### src/rtl/res_ser_pkg.sv
package res_ser_pkg;
  localparam int MAG_W   = 12;
  localparam int SHORT_W = 8;
  localparam int PAD_W   = 4;
  localparam int STAT_W  = 9;

  typedef enum logic [1:0] {
    LEN_SHORT = 2'd0,
    LEN_MID   = 2'd1,
    LEN_LONG  = 2'd2,
    LEN_ALT   = 2'd3
  } len_sel_e;
endpackage

### src/rtl/res_ser_edges.sv
module res_ser_edges (
  input  logic clk,
  input  logic rst_n,
  input  logic cs_n,
  input  logic sclk,
  output logic frame_start,
  output logic shift_pulse
);
  logic cs_q;
  logic sclk_q;

  always_ff @(posedge clk or negedge rst_n) begin
    if (!rst_n) begin
      cs_q   <= 1'b1;
      sclk_q <= 1'b0;
    end else begin
      cs_q   <= cs_n;
      sclk_q <= sclk;
    end
  end

  assign frame_start = cs_q & ~cs_n;
  assign shift_pulse = sclk_q & ~sclk & ~cs_n;

  assert_start_needs_low_R3: assert property (@(posedge clk) disable iff (!rst_n)
    frame_start |-> !cs_n);
endmodule

### src/rtl/res_ser_build.sv
module res_ser_build #(
  parameter int MAG_W   = res_ser_pkg::MAG_W,
  parameter int SHORT_W = res_ser_pkg::SHORT_W,
  parameter int PAD_W   = res_ser_pkg::PAD_W,
  parameter int STAT_W  = res_ser_pkg::STAT_W,
  localparam int FRAME_W = MAG_W + PAD_W + 1,
  localparam int IDX_W   = $clog2(FRAME_W + 1)
) (
  input  logic [MAG_W:0]      res_word,
  input  logic [STAT_W-1:0]   stat_word,
  input  res_ser_pkg::len_sel_e fmt_len,
  input  logic                fmt_signed,
  input  logic                fmt_msb_first,
  input  logic                sel_status,
  output logic [FRAME_W-1:0]  frame,
  output logic [IDX_W-1:0]    frame_len
);
  import res_ser_pkg::*;

  logic [MAG_W-1:0]   core;
  logic [IDX_W-1:0]   core_w;
  logic [IDX_W-1:0]   total;
  logic               pad_bit;
  logic [FRAME_W-1:0] lsb_view;
  logic [FRAME_W-1:0] msb_view;

  always_comb begin
    core    = res_word[MAG_W-1:0];
    core_w  = IDX_W'(MAG_W);
    if (fmt_len == LEN_SHORT) begin
      core   = MAG_W'(res_word[MAG_W-1 -: SHORT_W]);
      core_w = IDX_W'(SHORT_W);
    end
    total = core_w + IDX_W'(fmt_signed);
    if (fmt_len == LEN_LONG) total = total + IDX_W'(PAD_W);
    pad_bit = fmt_signed & res_word[MAG_W];
  end

  // word in natural order (least significant first), then mirrored view
  for (genvar g = 0; g < FRAME_W; g++) begin : g_bit
    localparam logic [IDX_W-1:0] POS = IDX_W'(g);
    logic [IDX_W-1:0] mirror;
    always_comb begin
      if (POS < core_w)     lsb_view[g] = (g < MAG_W) ? core[g % MAG_W] : 1'b0;
      else if (POS < total) lsb_view[g] = pad_bit;
      else                  lsb_view[g] = 1'b0;
    end
    assign mirror = total - 1'b1 - POS;
    assign msb_view[g] = (POS < total) ? lsb_view[mirror] : 1'b0;
  end

  always_comb begin
    if (sel_status) begin
      frame     = FRAME_W'(stat_word);
      frame_len = IDX_W'(STAT_W);
    end else begin
      frame     = fmt_msb_first ? msb_view : lsb_view;
      frame_len = total;
    end
  end
endmodule

### src/rtl/res_ser_core.sv
module res_ser_core #(
  parameter int FRAME_W = 17,
  localparam int IDX_W  = $clog2(FRAME_W + 1)
) (
  input  logic               clk,
  input  logic               rst_n,
  input  logic               cs_n,
  input  logic               frame_start,
  input  logic               shift_pulse,
  input  logic [FRAME_W-1:0] frame_in,
  input  logic [IDX_W-1:0]   len_in,
  output logic               sdo,
  output logic               sdo_oe
);
  logic               active;
  logic [IDX_W-1:0]   idx;
  logic [IDX_W-1:0]   len_q;
  logic [FRAME_W-1:0] frame_q;
  logic               in_word;

  always_ff @(posedge clk or negedge rst_n) begin
    if (!rst_n) begin
      active  <= 1'b0;
      idx     <= '0;
      len_q   <= '0;
      frame_q <= '0;
    end else if (cs_n) begin
      active <= 1'b0;
      idx    <= '0;
    end else if (frame_start) begin
      active  <= 1'b1;
      idx     <= '0;
      len_q   <= len_in;
      frame_q <= frame_in;
    end else if (shift_pulse && active && idx < len_q) begin
      idx <= idx + 1'b1;
    end
  end

  assign in_word = active && (idx < len_q);
  assign sdo     = in_word ? frame_q[idx] : 1'b0;
  assign sdo_oe  = active;

  assert_oe_drops_R2: assert property (@(posedge clk) disable iff (!rst_n)
    cs_n |=> !sdo_oe);
  assert_quiet_when_off_R2: assert property (@(posedge clk) disable iff (!rst_n)
    !sdo_oe |-> !sdo);
  assert_restart_at_zero_R10: assert property (@(posedge clk) disable iff (!rst_n)
    frame_start |=> (idx == '0 && sdo_oe));
  assert_hold_without_edge_R3: assert property (@(posedge clk) disable iff (!rst_n)
    (!cs_n && !frame_start && !shift_pulse) |=> $stable(idx));
  assert_idx_bound_R9: assert property (@(posedge clk) disable iff (!rst_n)
    idx <= len_q);
  assert_tail_zero_R9: assert property (@(posedge clk) disable iff (!rst_n)
    (active && idx == len_q) |-> !sdo);
endmodule

### src/rtl/res_serializer.sv
module res_serializer #(
  parameter int MAG_W   = res_ser_pkg::MAG_W,
  parameter int SHORT_W = res_ser_pkg::SHORT_W,
  parameter int PAD_W   = res_ser_pkg::PAD_W,
  parameter int STAT_W  = res_ser_pkg::STAT_W
) (
  input  logic              clk,
  input  logic              rst_n,
  input  logic              cs_n,
  input  logic              sclk,
  input  logic [MAG_W:0]    res_word,
  input  logic [STAT_W-1:0] stat_word,
  input  logic [1:0]        fmt_len,
  input  logic              fmt_signed,
  input  logic              fmt_msb_first,
  input  logic              sel_status,
  output logic              sdo,
  output logic              sdo_oe
);
  localparam int FRAME_W = MAG_W + PAD_W + 1;
  localparam int IDX_W   = $clog2(FRAME_W + 1);

  logic               frame_start;
  logic               shift_pulse;
  logic [FRAME_W-1:0] frame;
  logic [IDX_W-1:0]   frame_len;

  res_ser_edges u_edges (
    .clk         (clk),
    .rst_n       (rst_n),
    .cs_n        (cs_n),
    .sclk        (sclk),
    .frame_start (frame_start),
    .shift_pulse (shift_pulse)
  );

  res_ser_build #(
    .MAG_W   (MAG_W),
    .SHORT_W (SHORT_W),
    .PAD_W   (PAD_W),
    .STAT_W  (STAT_W)
  ) u_build (
    .res_word      (res_word),
    .stat_word     (stat_word),
    .fmt_len       (res_ser_pkg::len_sel_e'(fmt_len)),
    .fmt_signed    (fmt_signed),
    .fmt_msb_first (fmt_msb_first),
    .sel_status    (sel_status),
    .frame         (frame),
    .frame_len     (frame_len)
  );

  res_ser_core #(
    .FRAME_W (FRAME_W)
  ) u_core (
    .clk         (clk),
    .rst_n       (rst_n),
    .cs_n        (cs_n),
    .frame_start (frame_start),
    .shift_pulse (shift_pulse),
    .frame_in    (frame),
    .len_in      (frame_len),
    .sdo         (sdo),
    .sdo_oe      (sdo_oe)
  );
endmodule

### config.mk
export PLATFORM = sky130hd
export DESIGN_NAME = res_serializer
export DESIGN_NICKNAME = d
export VERILOG_FILES = /design/src/rtl/res_ser_pkg.sv /design/src/rtl/res_ser_edges.sv /design/src/rtl/res_ser_build.sv /design/src/rtl/res_ser_core.sv /design/src/rtl/res_serializer.sv
export SDC_FILE = /design/constraint.sdc
export NUM_CORES = 1
export LEC_CHECK = 0
export CORE_MARGIN = 5
export CORE_UTILIZATION = 62
export CTS_CLUSTER_SIZE = 16
export DETAILED_ROUTE_END_ITERATION = 8
export PLACE_DENSITY = 0.87
export SLEW_MARGIN = 25
export SYNTH_ARGS = -nofsm -noshare
export SYNTH_HDL_FRONTEND = slang
export SYNTH_SLANG_ARGS = --single-unit
### constraint.sdc
create_clock -name clk -period 4.2 [get_ports clk]
set_clock_uncertainty 0.1 [all_clocks]
set_input_delay 0.63 -clock clk [delete_from_list [all_inputs] [get_ports clk]]
set_output_delay 0.63 -clock clk [all_outputs]
set_load 0.03 [all_outputs]
Word-level counts from Yosys, hierarchy flattened --
Index checks and enable logic that the tools add are counted.
Cells by class: add/subtract/negate cells 20, order comparisons 53, equality and inequality tests 1, mux-type cells 99, bitwise operators 6, reduce and logical (&&, ||, !) cells 7
Operator list (number):
- $lt 5x6->1 const B | 18
- $bmux 1 s5 | 18
- $mux 1 | 72
- $lt 4x5->1 const A | 8
- $sub 5x4->5 const B | 8
- $mux 17 | 2
- $lt 4x4->1 const A | 8
- $mux 5 | 5
- $lt 3x5->1 const A | 4
- $sub 5x3->5 const B | 4
- $lt 3x4->1 const A | 4
- $mux 12 | 1
- $lt 1x5->1 const A | 2
- $lt 2x5->1 const A | 2
- $sub 5x1->5 const B | 2
- $sub 5x2->5 const B | 2
- $lt 1x4->1 const A | 2
- $lt 2x4->1 const A | 2
- $add 4x1->5 | 1
- $add 5x1->5 const B | 1
- $add 5x3->5 const B | 1
- $lt 5x4->1 const A | 1
- $lt 5x5->1 | 1
- $lt 5x5->1 const A | 1
- other kinds (10) | 16
Storage, ports and cells: bits in registers 30, output and inout port bits 2

Longest topological paths before layout --
depth in word-level cells 13, mapped depth 12

Hierarchy --
From an unflattened synthesis, not the netlist that was laid out.
Second synthesis, totals: cells, all modules 328, area, all modules 2974.1 um^2
By module, submodules not included:
- res_ser_build | times used 1, cells each 217, area each 1537.7 um^2
- res_ser_core | times used 1, cells each 107, area each 1366.3 um^2
- res_ser_edges | times used 1, cells each 4, area each 70.1 um^2

Worst setup path before layout --
No wires, ideal clock.
kind in2reg, from input fmt_signed, to register u_core.frame_q[1], library setup time 0.127 ns, arrival time 2.769 ns, setup slack 1.204 ns, stages on the path 9, path buffers 3, path through inv_2 -> clkbuf_1 -> ha_1 -> buf_4 -> buf_6 -> mux2_4 -> mux4_2 -> a221oi_1 -> nor2_1
On the way: cells in the longest elaborated chain, start to end 11
Ends and longest elaborated chain:
- start, declared | line res_serializer.sv:14 | input logic fmt_signed,
- branches (longest 9 deep; another with $add 4x1->5)
- $mux 17 (*) | line res_ser_build.sv:57 | frame = fmt_msb_first ? msb_view : lsb_view;
- $mux 17 (*) | line res_ser_build.sv:53 | if (sel_status) begin
- end signal, assigned | line res_ser_core.sv:34 | frame_q <= frame_in;
- end, declared | line res_ser_core.sv:18 | logic [FRAME_W-1:0] frame_q;
Mark *: on every way between the ends. The select of a mux whose other input is x is not followed. A chain may end at the register's enable or synchronous reset.

Worst setup path after layout --
from register u_core.idx[0], to output sdo
On the way: cells in the longest elaborated chain, start to end 3
Ends and longest elaborated chain:
- start, declared | line res_ser_core.sv:16 | logic [IDX_W-1:0] idx;
- start signal, assigned | line res_ser_core.sv:36 | idx <= idx + 1'b1;
- $bmux 1 s5 or $lt 5x5->1 (tied branches) | line res_ser_core.sv:41, res_ser_core.sv:40
- $mux 1 (implied by the code) or $logic_and 1x1->1 (tied branches) | line res_ser_core.sv:41, res_ser_core.sv:40
- $mux 1 (*) | line res_ser_core.sv:41 | assign sdo = in_word ? frame_q[idx] : 1'b0;
- end, declared | line res_serializer.sv:17 | output logic sdo,
Mark *: on every way between the ends. The rest lies on a longest branch, timed or not. The select of a mux whose other input is x is not followed.

==> qor.yml <==
drt:
  detail-route-antenna-nets: 0
  drt_first_pass_iters: 5
  drc_errors: 0
  vias_per_cell: 6.756
  vias: 2851
  detailedRoute.firstIterationViolations: 310
  route.detailed.wl_per_inst_um: 19.60
  routed_wl_mm: 8.270
clocking:
  clock_tree_root_buffer_cell: "clkbuf_8"
  cts-buffers-inserted: 5
  tritoncts: "done"
  worst_setup_hold_path_clk_slew_ns: 0.06
  cts_max_level: 2
  insertion_delay_ns: 0.28
  post_cts_resized: 0
  clkSinkCount: 29
  postCtsHoldBufs: 0
  post-cts-setup-buffer-count: 0
  cts_buffer_depth: 2
power:
  p_sw_share_pct: 33.03
  p_int_mw: 0.5983
  sequential_power_share_pct: 36.4
  power_frac_comb_pct: 35.0
  powerDensity_nw_per_um2: 266.4
  total_leakage_power_nw: 1.406
  vdd_drop_max_v: 0.0001256
  share_clk_of_total_power_pct: 28.6
  power_spent_charging_and_discharging_nets_mw: 0.2951
synthesis:
  ys_seq_elements: 29
  seq_area_frac_synth_pct: 24.82
  synthFlopType: "dfrtp_1"
  syn-num-nets: 386
  synth-edff-count: 0
  yosys_warnings: 0
  synth_area_per_cell_um2: 8.441
  async_set_reset_flop_share_out_of_synthesis_pct: 100.0
  synthesis.area_um2: 2929
  syn_inst: 347
  netlist-cell-type-count: 63
sta:
  hold_violation_total_from_the_final_report: 0
  worst_pin_slew_ns: 0.7808
  tns_ns: 0
  worst_slew_margin_rel_pct: 47.78
  finalSetupViolations: 0
  rsz0062_at_grt: "false"
  timing.final.ws_setup_ns: 0.8776
  final-max-slew-violation-count: 0
  max_freq_mhz: 301.0
  timing.final.crit_share_pct: 79.10
  post-route-min-period_ns: 3.322
die:
  placementRows: 25
  top_level_pins: 33
  die_w_um: 78.74
  fp.coreArea_um2: 4661
  die_h_um: 78.74
  fp.dieArea_um2: 6199
  initial_utilization_pct: 62.85
finish:
  finalNetCount: 406
  antenna_cells_inserted: 0
  area.sequential_um2: 726.9
  final_layout_size_suffix_gt1_share_pct: 10.05
  syn2layout_area_growth_pct: 14.48
  multiInputGateArea_um2: 2009
  filler_cell_count: 358
  layout.cells.non_filler: 422
  mostFrequentLayoutCells: "nor2_1, clkdlybuf4s50_1, mux2i_1"
flow_run:
  max_cap_viol_count: 0
min_path:
  min_delay_path_class: "reg2reg"
placed_design:
  pre_cts_ws_ns: 0.6793
  place_hpwl_mm: 5.876
  dp.cells: 414
  portBuffers: 32
  gp_congestion: 0.9976
grt:
  number_of_antenna_violations_at_the_first_check_in_global_routing: 0
  number_of_global_route_vias_before_repair: 2656
  grt_start_max_net_pins: 32
  global_route.overflow_total: 0
  grt_first_pass_wirelength_mm: 13.34
  grt_util_all_layers_pct: 27.16
critical_path:
  startpoint_type: "flop"
  arrival_time_at_the_worst_endpoint_ns: 2.59
  setup_crit_end_kind: "primary output"
  worst-endpoint-required_ns: 3.47
  critical-path-slowest-cell: "dfrtp_1"
  cp_max_fo: 11
  cp_cell_sequence: "mux4_2, mux2_2, nand3b_1, a31oi_1, clkdlybuf4s50_1"
  timing.critical_path.slowest_cell_delay_ns: 0.67
  timing.reg2reg.setup_slack_ns: 1.88
  criticalPathCategory: "reg2out"
run_status:
  result_of_the_run: "finished clean"
==> flip-flops by register name, summed over array words and instances (netlist names) <==
name,cells
u_core.sdo_oe,1
u_core.len_q,4
u_edges.sclk_q,1
u_core.frame_q,17
u_core.idx,5
u_edges.cs_q,1
==> power by group through the flow <==
stage	Clock, mW	Sequential (mW)	Combinational [mW]
after floorplan	0	0.322	0.215
after global placement	0	0.328	0.300
after detailed placement	0	0.329	0.305
after CTS	0.257	0.325	0.307
after global routing	0.267	0.327	0.338
final	0.255	0.325	0.313
==> cell families (layout without fill, tap and decap cells) <==
group / count (synthesis) / in the layout / synth area share, %
simple gates: 113 / 113 / 19.44
mux: 46 / 46 / 18.75
buf+inv: 42 / 63 / 6.578
compound gates: 101 / 101 / 23.67
flops: 29 / 29 / 24.82
fa+ha+maj: 8 / 8 / 3.417
xor+xnor: 8 / 8 / 3.332
==> synthesized netlist by cell type (all sizes together), types with 3 or more instances <==
library cell / count / area share, %
ha: 8 / 3.4
nand3: 8 / 1.4
mux2: 12 / 5.0
o211ai: 6 / 1.5
nor2b: 8 / 1.7
xnor2: 6 / 1.8
a211oi: 5 / 1.3
nand4: 4 / 0.85
o21a: 3 / 0.77
buf: 13 / 2.9
nor3: 6 / 1.0
a31oi: 4 / 0.85
nand2b: 9 / 2.2
dfrtp: 28 / 24
mux4: 5 / 3.8
nand3b: 10 / 2.6
nor2: 32 / 4.1
a22o: 5 / 1.5
o21ai: 26 / 4.4
a221oi: 5 / 1.5
a21oi: 15 / 2.7
clkbuf: 17 / 2.2
mux2i: 29 / 9.9
inv: 12 / 1.5
o22ai: 5 / 1.1
nand2: 28 / 3.6
o221ai: 3 / 0.90
o31ai: 3 / 0.77
==> area by class of cell <==
type                            count  area share, %
Clock buffer                        7          2.873
Sequential cell                    29          21.68
Tap cell                           54          2.015
Multi-Input combinational cell    276          59.93
Timing Repair Buffer               43          12.01
Inverter                           12          1.343
Clock inverter                      1         0.1493
==> final timing paths <==
| check | from | endpoint | depth (start not counted) |
|---|---|---|---|
| setup reg to reg | u_edges.cs_q | u_core.frame_q[13] | 6 |
| setup / recovery | u_core.idx[0] | sdo | 5 |
| hold reg to reg | u_core.len_q[0] | u_core.len_q[0] | 2 |
| min in group asynchronous | rst_n | u_core.frame_q[0] | 2 |
| max in group asynchronous | rst_n | u_edges.cs_q | 2 |
| hold / removal | u_core.len_q[0] | u_core.len_q[0] | 2 |
==> stage by stage <==
stage | hold slack (ns) | util, % | instance area (µm²) | power, mW
2_1_floorplan | 0.2344 | - | 2929 | 0.5374
3_3_place_gp | 0.3472 | 69.77 | 3252 | 0.6281
3_5_place_dp | 0.3477 | 69.77 | 3252 | 0.6342
4_1_cts | 0.3635 | 71.95 | 3353 | 0.8890
5_1_grt | 0.4127 | 71.95 | 3353 | 0.9323
6_report | 0.3614 | 71.95 | 3353 | 0.8934
==> critical path: cells and delay by family (launching register included) <==
| kind | cells | cell delay (ns) |
|---|---|---|
| DFF | 1 | 0.67 |
| muxes | 2 | 0.84 |
| AOI/OAI and AO/OA | 1 | 0.10 |
| and+or+nand+nor | 1 | 0.08 |
| buffers and inverters | 1 | 0.62 |
==> per-layer routing <==
layer  vias up  share of wire (%)  track usage [%]
met3        18                9.0            3.401
met2       163                 47            43.89
li1       1332                  -                -
met4         0                2.6            9.091
met5         -                  0                0
met1      1338                 42            37.70
Note: power is estimated with default switching activity, not from simulation.
